`config.mk`:
```
export PLATFORM = sky130hd
export DESIGN_NAME = scsi_sync_req_gen
export DESIGN_NICKNAME = d
export VERILOG_FILES = /design/src/rtl/sreq_pkg.sv /design/src/rtl/sreq_mode_select.sv /design/src/rtl/sreq_period_calc.sv /design/src/rtl/sreq_phase_seq.sv /design/src/rtl/scsi_sync_req_gen.sv
export SDC_FILE = /design/constraint.sdc
export NUM_CORES = 1
export LEC_CHECK = 0
export BUFFER_PORTS_ARGS = -buffer_cell sky130_fd_sc_hd__buf_4
export CORE_MARGIN = 3
export CORE_UTILIZATION = 45
export CTS_CLUSTER_SIZE = 8
export DETAILED_ROUTE_END_ITERATION = 12
export GPL_TIMING_DRIVEN = 0
export PLACE_DENSITY = 0.62
export SLEW_MARGIN = 20
export SYNTH_ARGS = -nofsm -noshare
export SYNTH_HDL_FRONTEND = slang
export SYNTH_SLANG_ARGS = --single-unit
```
`constraint.sdc`:
```
create_clock -name clk -period 38.5 [get_ports clk]
set_input_delay 3.85 -clock clk [delete_from_list [all_inputs] [get_ports clk]]
set_output_delay 3.85 -clock clk [all_outputs]
set_load 0.005 [all_outputs]
```
`src/rtl/sreq_pkg.sv`:
```
// Shared types and constants for the synchronous REQ strobe generator.
// Assumes exactly three timing sets (Ultra, Fast, SCSI-1).
package sreq_pkg;

    // Number of per-mode timing sets; mode codes at or above this pick the last set.
    localparam int NUM_MODES = 3;

    // Picoseconds represented by one unit of the sync factor.
    localparam int unsigned PS_PER_SYNC_UNIT = 4000;

    // Phase of the REQ cycle.
    typedef enum logic [1:0] {
        PH_IDLE   = 2'd0,
        PH_SETUP  = 2'd1,
        PH_ASSERT = 2'd2,
        PH_NEGATE = 2'd3
    } phase_e;

endpackage

```
`src/rtl/sreq_mode_select.sv`:
```
// Mode select: picks one of the per-mode timing sets.
// Assumes mode codes 0..NUM_MODES-1 are valid; larger codes fall back to the
// last set (the slowest timing).
module sreq_mode_select
    import sreq_pkg::*;
#(
    parameter int FLD_W  = 4,
    parameter int TRIM_W = 8,
    parameter int SYNC_W = 8
) (
    input  logic [1:0]                        mode,
    input  logic [NUM_MODES-1:0][FLD_W-1:0]   setup_set,
    input  logic [NUM_MODES-1:0][FLD_W-1:0]   assert_set,
    input  logic [NUM_MODES-1:0][TRIM_W-1:0]  trim_set,
    input  logic [NUM_MODES-1:0][SYNC_W-1:0]  min_sync_set,
    output logic [FLD_W-1:0]                  setup_fld,
    output logic [FLD_W-1:0]                  assert_fld,
    output logic signed [TRIM_W-1:0]          trim,
    output logic [SYNC_W-1:0]                 min_sync
);

    localparam logic [1:0] LAST_MODE = 2'(NUM_MODES - 1);

    logic [1:0] idx;

    // Clamp out-of-range mode codes onto the last timing set.
    always_comb begin
        idx = (mode > LAST_MODE) ? LAST_MODE : mode;
    end

    // Multiplex the chosen set's fields.
    always_comb begin
        setup_fld  = '0;
        assert_fld = '0;
        trim       = '0;
        min_sync   = '0;
        for (int m = 0; m < NUM_MODES; m++) begin
            if (idx == 2'(m)) begin
                setup_fld  = setup_set[m];
                assert_fld = assert_set[m];
                trim       = $signed(trim_set[m]);
                min_sync   = min_sync_set[m];
            end
        end
    end

endmodule

```
`src/rtl/sreq_period_calc.sv`:
```
// Period calculator: turns the sync factor into a total cycle count.
// It adds the signed trim, subtracts the setup and assertion phases, and clamps
// the remaining negation length to 1..2**CNT_W-1. It also flags whether the
// sync factor meets the mode's minimum.
// Assumes CLK_PERIOD_PS > 0 and that the products fit in 32 bits.
module sreq_period_calc
    import sreq_pkg::*;
#(
    parameter int SYNC_W        = 8,
    parameter int FLD_W         = 4,
    parameter int TRIM_W        = 8,
    parameter int CNT_W         = 10,
    parameter int CLK_PERIOD_PS = 4000
) (
    input  logic [SYNC_W-1:0]        sync,
    input  logic [SYNC_W-1:0]        min_sync,
    input  logic [FLD_W-1:0]         setup_fld,
    input  logic [FLD_W-1:0]         assert_fld,
    input  logic signed [TRIM_W-1:0] trim,
    output logic [CNT_W-1:0]         neg_len,
    output logic                     sync_ok
);

    localparam int AW = 34;
    localparam logic [31:0] UNIT_PS   = 32'(PS_PER_SYNC_UNIT);
    localparam logic [31:0] PERIOD_W  = 32'(CLK_PERIOD_PS);
    localparam logic [31:0] PERIOD_M1 = 32'(CLK_PERIOD_PS - 1);
    localparam logic signed [AW-1:0] CNT_MAX = (34'sd1 <<< CNT_W) - 34'sd1;

    logic [31:0]          prod_ps;
    logic [31:0]          total_cyc;
    logic signed [AW-1:0] neg_raw;

    // Total cycle length: sync * 4 ns converted to clocks, rounded up.
    always_comb begin
        prod_ps   = 32'(sync) * UNIT_PS;
        total_cyc = (prod_ps + PERIOD_M1) / PERIOD_W;
    end

    // Remainder after trim and the two programmed phases (each field + 1).
    always_comb begin
        neg_raw = $signed({2'b00, total_cyc})
                + AW'(trim)
                - $signed(AW'(setup_fld))
                - $signed(AW'(assert_fld))
                - 34'sd2;
    end

    // Clamp to a legal counter load.
    always_comb begin
        if (neg_raw < 34'sd1) begin
            neg_len = CNT_W'(1);
        end else if (neg_raw > CNT_MAX) begin
            neg_len = '1;
        end else begin
            neg_len = neg_raw[CNT_W-1:0];
        end
    end

    // Rate check against the selected mode's minimum.
    always_comb begin
        sync_ok = (sync >= min_sync);
    end

endmodule

```
`src/rtl/sreq_phase_seq.sv`:
```
// Phase sequencer: takes bytes from the stream and runs the
// setup / assert / negate counter that shapes REQ. It also keeps the sticky
// sync-period error.
// Assumes the period calculator has already clamped neg_len to at least 1.
// Timing is captured at byte acceptance, so later configuration changes
// affect only the next cycle.
module sreq_phase_seq
    import sreq_pkg::*;
#(
    parameter int DATA_W = 8,
    parameter int FLD_W  = 4,
    parameter int CNT_W  = 10
) (
    input  logic              clk,
    input  logic              rst_n,
    input  logic              s_valid,
    input  logic [DATA_W-1:0] s_data,
    output logic              s_ready,
    input  logic              sync_ok,
    input  logic [FLD_W-1:0]  setup_fld,
    input  logic [FLD_W-1:0]  assert_fld,
    input  logic [CNT_W-1:0]  neg_len,
    input  logic              err_clr,
    output logic [DATA_W-1:0] scsi_data,
    output logic              scsi_req,
    output logic              err_sync
);

    phase_e             phase;
    logic [CNT_W-1:0]   cnt;
    logic [FLD_W-1:0]   lat_assert;
    logic [CNT_W-1:0]   lat_neg;
    logic [DATA_W-1:0]  data_q;
    logic               err_q;
    logic               slot_open;
    logic               take;
    logic               reject;
    logic               cnt_zero;

    // A new byte may start in idle or in the final negation cycle.
    always_comb begin
        cnt_zero  = (cnt == '0);
        slot_open = (phase == PH_IDLE) || ((phase == PH_NEGATE) && cnt_zero);
        s_ready   = slot_open && !err_q && sync_ok;
        take      = s_ready && s_valid;
        reject    = slot_open && !err_q && !sync_ok && s_valid;
    end

    // Sticky error: a clear has priority over a new rejection.
    always_ff @(posedge clk) begin
        if (!rst_n) begin
            err_q <= 1'b0;
        end else if (err_clr) begin
            err_q <= 1'b0;
        end else if (reject) begin
            err_q <= 1'b1;
        end
    end

    // Phase counter and per-cycle timing capture.
    always_ff @(posedge clk) begin
        if (!rst_n) begin
            phase      <= PH_IDLE;
            cnt        <= '0;
            lat_assert <= '0;
            lat_neg    <= CNT_W'(1);
            data_q     <= '0;
        end else begin
            if (take) begin
                phase      <= PH_SETUP;
                cnt        <= CNT_W'(setup_fld);
                lat_assert <= assert_fld;
                lat_neg    <= neg_len;
                data_q     <= s_data;
            end else begin
                case (phase)
                    PH_SETUP: begin
                        if (cnt_zero) begin
                            phase <= PH_ASSERT;
                            cnt   <= CNT_W'(lat_assert);
                        end else begin
                            cnt <= cnt - CNT_W'(1);
                        end
                    end
                    PH_ASSERT: begin
                        if (cnt_zero) begin
                            phase <= PH_NEGATE;
                            cnt   <= lat_neg - CNT_W'(1);
                        end else begin
                            cnt <= cnt - CNT_W'(1);
                        end
                    end
                    PH_NEGATE: begin
                        if (cnt_zero) begin
                            phase <= PH_IDLE;
                        end else begin
                            cnt <= cnt - CNT_W'(1);
                        end
                    end
                    default: begin
                        phase <= PH_IDLE;
                    end
                endcase
            end
        end
    end

    // Drive the bus and strobe from registered state.
    always_comb begin
        scsi_data = data_q;
        scsi_req  = (phase == PH_ASSERT);
        err_sync  = err_q;
    end

endmodule

```
`src/rtl/scsi_sync_req_gen.sv`:
```
// Top level: generates the synchronous-transfer REQ strobe.
// It selects the timing set for the current mode and derives the negation
// length from the sync factor. The sequencer then shapes one REQ pulse for
// each stream byte.
// Assumes all configuration inputs are synchronous to clk.
module scsi_sync_req_gen
    import sreq_pkg::*;
#(
    parameter int DATA_W        = 8,
    parameter int SYNC_W        = 8,
    parameter int FLD_W         = 4,
    parameter int TRIM_W        = 8,
    parameter int CNT_W         = 10,
    parameter int CLK_PERIOD_PS = 4000
) (
    input  logic                              clk,
    input  logic                              rst_n,
    input  logic                              s_valid,
    input  logic [DATA_W-1:0]                 s_data,
    output logic                              s_ready,
    input  logic [1:0]                        cfg_mode,
    input  logic [SYNC_W-1:0]                 cfg_sync,
    input  logic [NUM_MODES-1:0][FLD_W-1:0]   cfg_setup,
    input  logic [NUM_MODES-1:0][FLD_W-1:0]   cfg_assert,
    input  logic [NUM_MODES-1:0][TRIM_W-1:0]  cfg_trim,
    input  logic [NUM_MODES-1:0][SYNC_W-1:0]  cfg_min_sync,
    input  logic                              err_clr,
    output logic [DATA_W-1:0]                 scsi_data,
    output logic                              scsi_req,
    output logic                              err_sync
);

    logic [FLD_W-1:0]         sel_setup;
    logic [FLD_W-1:0]         sel_assert;
    logic signed [TRIM_W-1:0] sel_trim;
    logic [SYNC_W-1:0]        sel_min;
    logic [CNT_W-1:0]         neg_len;
    logic                     sync_ok;

    sreq_mode_select #(
        .FLD_W  (FLD_W),
        .TRIM_W (TRIM_W),
        .SYNC_W (SYNC_W)
    ) u_sel (
        .mode         (cfg_mode),
        .setup_set    (cfg_setup),
        .assert_set   (cfg_assert),
        .trim_set     (cfg_trim),
        .min_sync_set (cfg_min_sync),
        .setup_fld    (sel_setup),
        .assert_fld   (sel_assert),
        .trim         (sel_trim),
        .min_sync     (sel_min)
    );

    sreq_period_calc #(
        .SYNC_W        (SYNC_W),
        .FLD_W         (FLD_W),
        .TRIM_W        (TRIM_W),
        .CNT_W         (CNT_W),
        .CLK_PERIOD_PS (CLK_PERIOD_PS)
    ) u_calc (
        .sync       (cfg_sync),
        .min_sync   (sel_min),
        .setup_fld  (sel_setup),
        .assert_fld (sel_assert),
        .trim       (sel_trim),
        .neg_len    (neg_len),
        .sync_ok    (sync_ok)
    );

    sreq_phase_seq #(
        .DATA_W (DATA_W),
        .FLD_W  (FLD_W),
        .CNT_W  (CNT_W)
    ) u_seq (
        .clk        (clk),
        .rst_n      (rst_n),
        .s_valid    (s_valid),
        .s_data     (s_data),
        .s_ready    (s_ready),
        .sync_ok    (sync_ok),
        .setup_fld  (sel_setup),
        .assert_fld (sel_assert),
        .neg_len    (neg_len),
        .err_clr    (err_clr),
        .scsi_data  (scsi_data),
        .scsi_req   (scsi_req),
        .err_sync   (err_sync)
    );

endmodule

```
Word level (Yosys, flattened, before mapping)
Index checks and enable logic that the tools add are counted.
{ "totals": {"ff_bits": 35, "latchBits": 0, "ramBits": 0, "romBits": 0, "out_inout_bits": 11, "n_memories": 0} }
{ "classes": {"add_sub_neg": 7, "multipliers": 1, "div": 1, "order_cmp": 4, "n_eq_ne": 13, "n_shift": 0, "muxes": 25, "bitwise": 1, "n_reduce_logical": 20} }
{ "ops": {"columns": ["operator", "count"], "rows": [
  ["$sub 34x5->34", 2],
  ["$mux 10", 5],
  ["$mux 8", 6],
  ["$add 33x8->34", 1],
  ["$gt 34x11->1 const B", 1],
  ["$lt 34x2->1 const B", 1],
  ["$sub 34x3->34 const B", 1],
  ["$div 32x12->32 const B", 1],
  ["$pmux 10 s3", 1],
  ["$mux 4", 7],
  ["$add 20x12->21 const B", 1],
  ["$sub 10x1->10 const B", 2],
  ["$mul 8x7->15 const B", 1],
  ["$logic_not 10->1", 1],
  ["$ne 3x1->1 const B", 3],
  ["$ge 8x8->1", 1],
  ["$mux 2", 4],
  ["$eq 2x2->1 const B", 3],
  ["$logic_and 1x1->1", 6],
  ["$ne 2x1->1 const B", 3],
  ["$pmux 2 s3", 1],
  ["$reduce_and 3->1", 2],
  ["$eq 2x1->1 const B", 2],
  ["$logic_not 2->1", 2],
  ["11 further kinds", 14]
]} }

Depth between registers and ports, before layout
{ "logic_depth": {"word_depth": 13, "ltp_mapped": 60, "depth_no_buf": 56} }

Modules after synthesis
A second synthesis with hierarchy kept.
{ "hier_totals": {"cells_unflattened": 1032, "area_unflattened_um2": 7663.6} }
{ "modules_own_cells": {"columns": ["module", "instances", "cells_each", "area_each_um2"], "rows": [
  ["sreq_period_calc", 1, 708, 5280.1],
  ["sreq_phase_seq", 1, 244, 1856.8],
  ["sreq_mode_select", 1, 80, 526.8]
]} }

Worst setup path before layout
OpenSTA, ideal clock, no wires.
{ "synth_timing": {"path_kind": "input to register", "start": "in cfg_sync[1]", "end": "reg u_seq.lat_neg[1]", "t_arrival_ns": 17.006, "path_slack_ns": 21.351, "cell_stages": 46, "path_cell_list": "fa_1 > inv_1 > fa_1 > fa_1 > fa_1 > inv_1 > ha_1 > a21o_1 > a41oi_4 > xnor2_2 > nand3_1 > or4_4 > nor2_4 > o31ai_2 > nor3_4 > nor3_2 > o32a_1 > or3_4 > (+10 left out) > or4_4 > o2111ai_2 > o2111a_1 > nor2_1 > or4b_1 > xor2_1 > a21oi_1 > a41o_1 > fa_1 > fa_1 > ha_1 > fa_1 > or4_1 > or4_1 > nor4_1 > nor2_1 > o211ai_1 > o22ai_1"} }
{ "synth_via": {"elab_chain_len": 10, "word_cells_on_any_way": 14, "classes_between": "add/sub: 5; mul: 1; div: 1; order compare: 3; mux: 2; reduce/logical: 2"} }
{ "synth_lines": {"columns": ["element", "line_no", "source"], "rows": [
  ["start, declared", "scsi_sync_req_gen.sv:22", "input logic [SYNC_W-1:0] cfg_sync,"],
  ["$mul 8x7->15", "sreq_period_calc.sv:36", "prod_ps = 32'(sync) * UNIT_PS;"],
  ["$add 20x12->21", "sreq_period_calc.sv:37", "total_cyc = (prod_ps + PERIOD_M1) / PERIOD_W;"],
  ["$div 32x12->32", "sreq_period_calc.sv:37", null],
  ["$add 33x8->34", "sreq_period_calc.sv:43", "+ AW'(trim)"],
  ["$sub 34x5->34", "sreq_period_calc.sv:44", "- $signed(AW'(setup_fld))"],
  ["$sub 34x5->34", "sreq_period_calc.sv:45", "- $signed(AW'(assert_fld))"],
  ["$sub 34x3->34", "sreq_period_calc.sv:46", "- 34'sd2;"],
  ["$gt 34x11->1", "sreq_period_calc.sv:53", "end else if (neg_raw > CNT_MAX) begin"],
  ["$mux 10", "sreq_period_calc.sv:53", null],
  ["$mux 10", "sreq_period_calc.sv:51", "if (neg_raw < 34'sd1) begin"],
  ["end signal, assigned", "sreq_phase_seq.sv:73", "lat_neg <= neg_len;"],
  ["end, declared", "sreq_phase_seq.sv:32", "logic [CNT_W-1:0] lat_neg;"]
]} }
Several ways; a longest one is shown, not always the timed one.
A chain may end at the register's enable or synchronous reset.

Worst setup path after layout
{ "layout_timing": {"start": "in cfg_sync[1]", "end": "reg u_seq.lat_neg[6]"} }
The elaborated chain is that of the path after synthesis.

==> flow_metrics.env <==
export IMPL_async_flop_share=0
export IMPL_dr_pass1_iters=5
export IMPL_cp_slowest_cell="xnor2_1"
export IMPL_yosys_top_cells_area="ha_1 12%, dfxtp_1 9.4%, fa_1 8.3%"
export IMPL_ys_seq_area_frac=0.0938
export IMPL_fmax_ghz=0.0537
export IMPL_finalCritPeriodShare=0.483
export IMPL_grt_max_degree=14
export IMPL_die_y_um=135
export IMPL_cts_made_buffers=5
export IMPL_timing_critical_path_from="cfg_sync[1]"
export IMPL_core_area_um2=16100
export IMPL_syn_area_um2=7470
export IMPL_holdCritStartpoint="u_seq.lat_assert[3]$_SDFFE_PN0P_"
export IMPL_hold_buffers=0
export IMPL_cts_setup_buffers=0
export IMPL_yosysTopAreaCell="ha_1"
export IMPL_worstMarginPinSlew_ns=0.868
export IMPL_grt_pass1_vias=6972
export IMPL_initial_core_util=0.465
export IMPL_worstPathMaxFanout=13
export IMPL_dieArea_um2=18200
export IMPL_crit_cells=47
export IMPL_r2r_end="u_seq.scsi_data[4]$_SDFFE_PN0P_"
export IMPL_drc=0
export IMPL_synth_top_area_frac=0.122
export IMPL_final_max_slew_viol_count=0
export IMPL_hp_class="reg2reg"
export IMPL_rows=46
export IMPL_antenna_found_initial=0
export IMPL_synth_seq_cells=35
export IMPL_grt_pass1_wl_um=33800
export IMPL_gp_congestion=0.875
export IMPL_setup_slack_ns=19.89
export IMPL_grt_ovfl_total=0
export IMPL_crit_required_ns=38.64
export IMPL_synth_edf_count=0
export IMPL_clock_root_buffer="clkbuf_16"
export IMPL_ios=105
export IMPL_routed_wl_um=20800
export IMPL_finalNetCount=1293
export IMPL_die_w_um=135
export IMPL_synthFlopType="dfxtp_1"
export IMPL_hold_viol=0
export IMPL_final_common_cell="buf_4"
export IMPL_synth_warnings=0
export IMPL_fill_cells=1611
export IMPL_antenna_cells=0
export IMPL_yosysUniqueCellTypes=106
export IMPL_syn_area_per_cell_um2=7.59
export IMPL_routedWlPerCell_um=15.9
export IMPL_critPathMaxStageDelay_ns=0.60
export IMPL_status="finished, final reports clean"
export IMPL_portBuffers=102
export IMPL_clkTransAtPathRegs_ns=0.06
export IMPL_hold_end="u_seq.lat_assert[3]$_SDFFE_PN0P_"
export IMPL_cp_common_cell="fa_1"
export IMPL_drt_antenna_violating_nets=0
export IMPL_setup_viol_count_final=0
export IMPL_max_cap_violations=0
export IMPL_htreeDepth=2
export IMPL_cts_sinks=35
export IMPL_instances_no_fill=1311
export IMPL_vias_per_cell=5.68
export IMPL_dp_cells=1304
export IMPL_skew_ns=0.00667
export IMPL_rr_startpoint="u_seq.cnt[2]$_SDFFE_PN0P_"
export IMPL_rsz0062_at_grt="false"
export IMPL_layout_common_cells="103 x buf_4, 94 x nand2_1, 80 x nor2_1, 75 x inv_1, 74 x a21oi_1"
export IMPL_holdPathStages=2
export IMPL_period_minus_slack_ns=18.61
export IMPL_slew_headroom=0.417
export IMPL_cts_tree="done"
export IMPL_place_ws_ns=19.68
export IMPL_r2r_slack_ns=34.52
export IMPL_reg2reg_depth=10
export IMPL_dp_hpwl_um=17300
export IMPL_num_vias=7452
export IMPL_start_kind="input port"
export IMPL_path_buf_inv=5
export IMPL_critPathTopFamily="compound AO/OA/AOI/OAI gates"
export IMPL_worstPathArrival_ns=18.75
export IMPL_path_class="in2reg"
export IMPL_clk_latency_ns=0.28
export IMPL_area_growth_pct=15.9
export IMPL_grt_usage=0.223
export IMPL_setup_tns_ns=0
export IMPL_clk_path_buf_depth=2
export IMPL_cts_resized=0
export IMPL_drtIter0Drc=393
export IMPL_synthCells=984
export IMPL_drive_gt1_frac=0.149
export IMPL_critPathCaptureType="register"
==> worst register-to-register path, cell delays in order, from the launching register on <==
cell and delay, ns:
dfxtp_1 0.36, nor4_1 0.59, nand3_1 0.29, nor3_1 0.56, a21oi_1 0.38, nor3_1 0.39
and2_1 0.18, clkbuf_1 0.39, buf_1 0.48, nand2_1 0.11, a21boi_0 0.17
==> cell families (layout without fill, tap and decap cells) <==
family | count (synthesis) | after routing | share of synthesized area
other cells | 1 | 3 | 0.000502
buf+inv | 112 | 221 | 0.0600
compound gates | 300 | 300 | 0.287
xor+xnor | 60 | 60 | 0.0734
flops | 35 | 35 | 0.0938
simple gates | 331 | 331 | 0.221
fa+ha+maj | 105 | 105 | 0.207
mux | 40 | 40 | 0.0578
==> per-stage QoR <==
step / utilization / cell area (um2) / hold slack [ns]
floorplan: - / 7480 / 0.437
global placement: 0.530 / 8510 / 0.447
detailed placement: 0.530 / 8510 / 0.458
CTS: 0.539 / 8660 / 0.466
global route: 0.539 / 8660 / 0.487
finish: 0.539 / 8660 / 0.463
==> cell type report <==
type                    instances  area [um2]  area share
inverters                      78         295      0.0341
multi-input cells             839        6330       0.731
well taps                     216         270      0.0312
flip-flops and latches         35         701      0.0809
plain buffers                  34         153      0.0176
clock buffers                   6         139      0.0160
repair buffers                102         766      0.0884
clock inverters                 1        5.00    0.000578
==> sequential cells by signal, summed over array words and instances, names as in the netlist <==
signal / cells
u_seq.err_sync: 1
u_seq.cnt: 10
u_seq.scsi_data: 8
u_seq.phase: 2
u_seq.lat_assert: 4
u_seq.lat_neg: 10
==> how the worst max path moves through the flow <==
stage                                          endpoint  slack (ns)
after floorplan           u_seq.lat_neg[1]$_SDFFE_PN0P_       21.35
after global placement    u_seq.lat_neg[9]$_SDFFE_PN0P_       19.67
after detailed placement  u_seq.lat_neg[6]$_SDFFE_PN0P_       19.68
after CTS                 u_seq.lat_neg[9]$_SDFFE_PN0P_       19.88
after global routing      u_seq.lat_neg[6]$_SDFFE_PN0P_       18.75
final                     u_seq.lat_neg[6]$_SDFFE_PN0P_       19.89
==> cells in the mapped netlist (10+ instances only) <==
cell      count
a21boi_0     13
a21oi_1      74
clkbuf_1     25
dfxtp_1      35
fa_1         31
ha_1         73
inv_1        75
mux2i_1      36
nand2_1      94
nand3_1      28
nor2_1       80
nor3_1       34
o211ai_1     13
o21a_1       10
o21ai_0      51
or3_1        14
xnor2_1      42
xor2_1       15
==> layer usage <==
layer	routed length (um)	GRT usage	up-vias	part of all wire
met5	0	0	-	0
met4	163	0.0300	0	0.0078
met3	1150	0.0279	12	0.055
met2	9210	0.372	179	0.44
met1	10300	0.316	3442	0.49
li1	-	-	3819	-
Power is left out: the tool's default activity adds up to more than one toggle a clock period on the data nets, which glitch-free logic cannot reach.
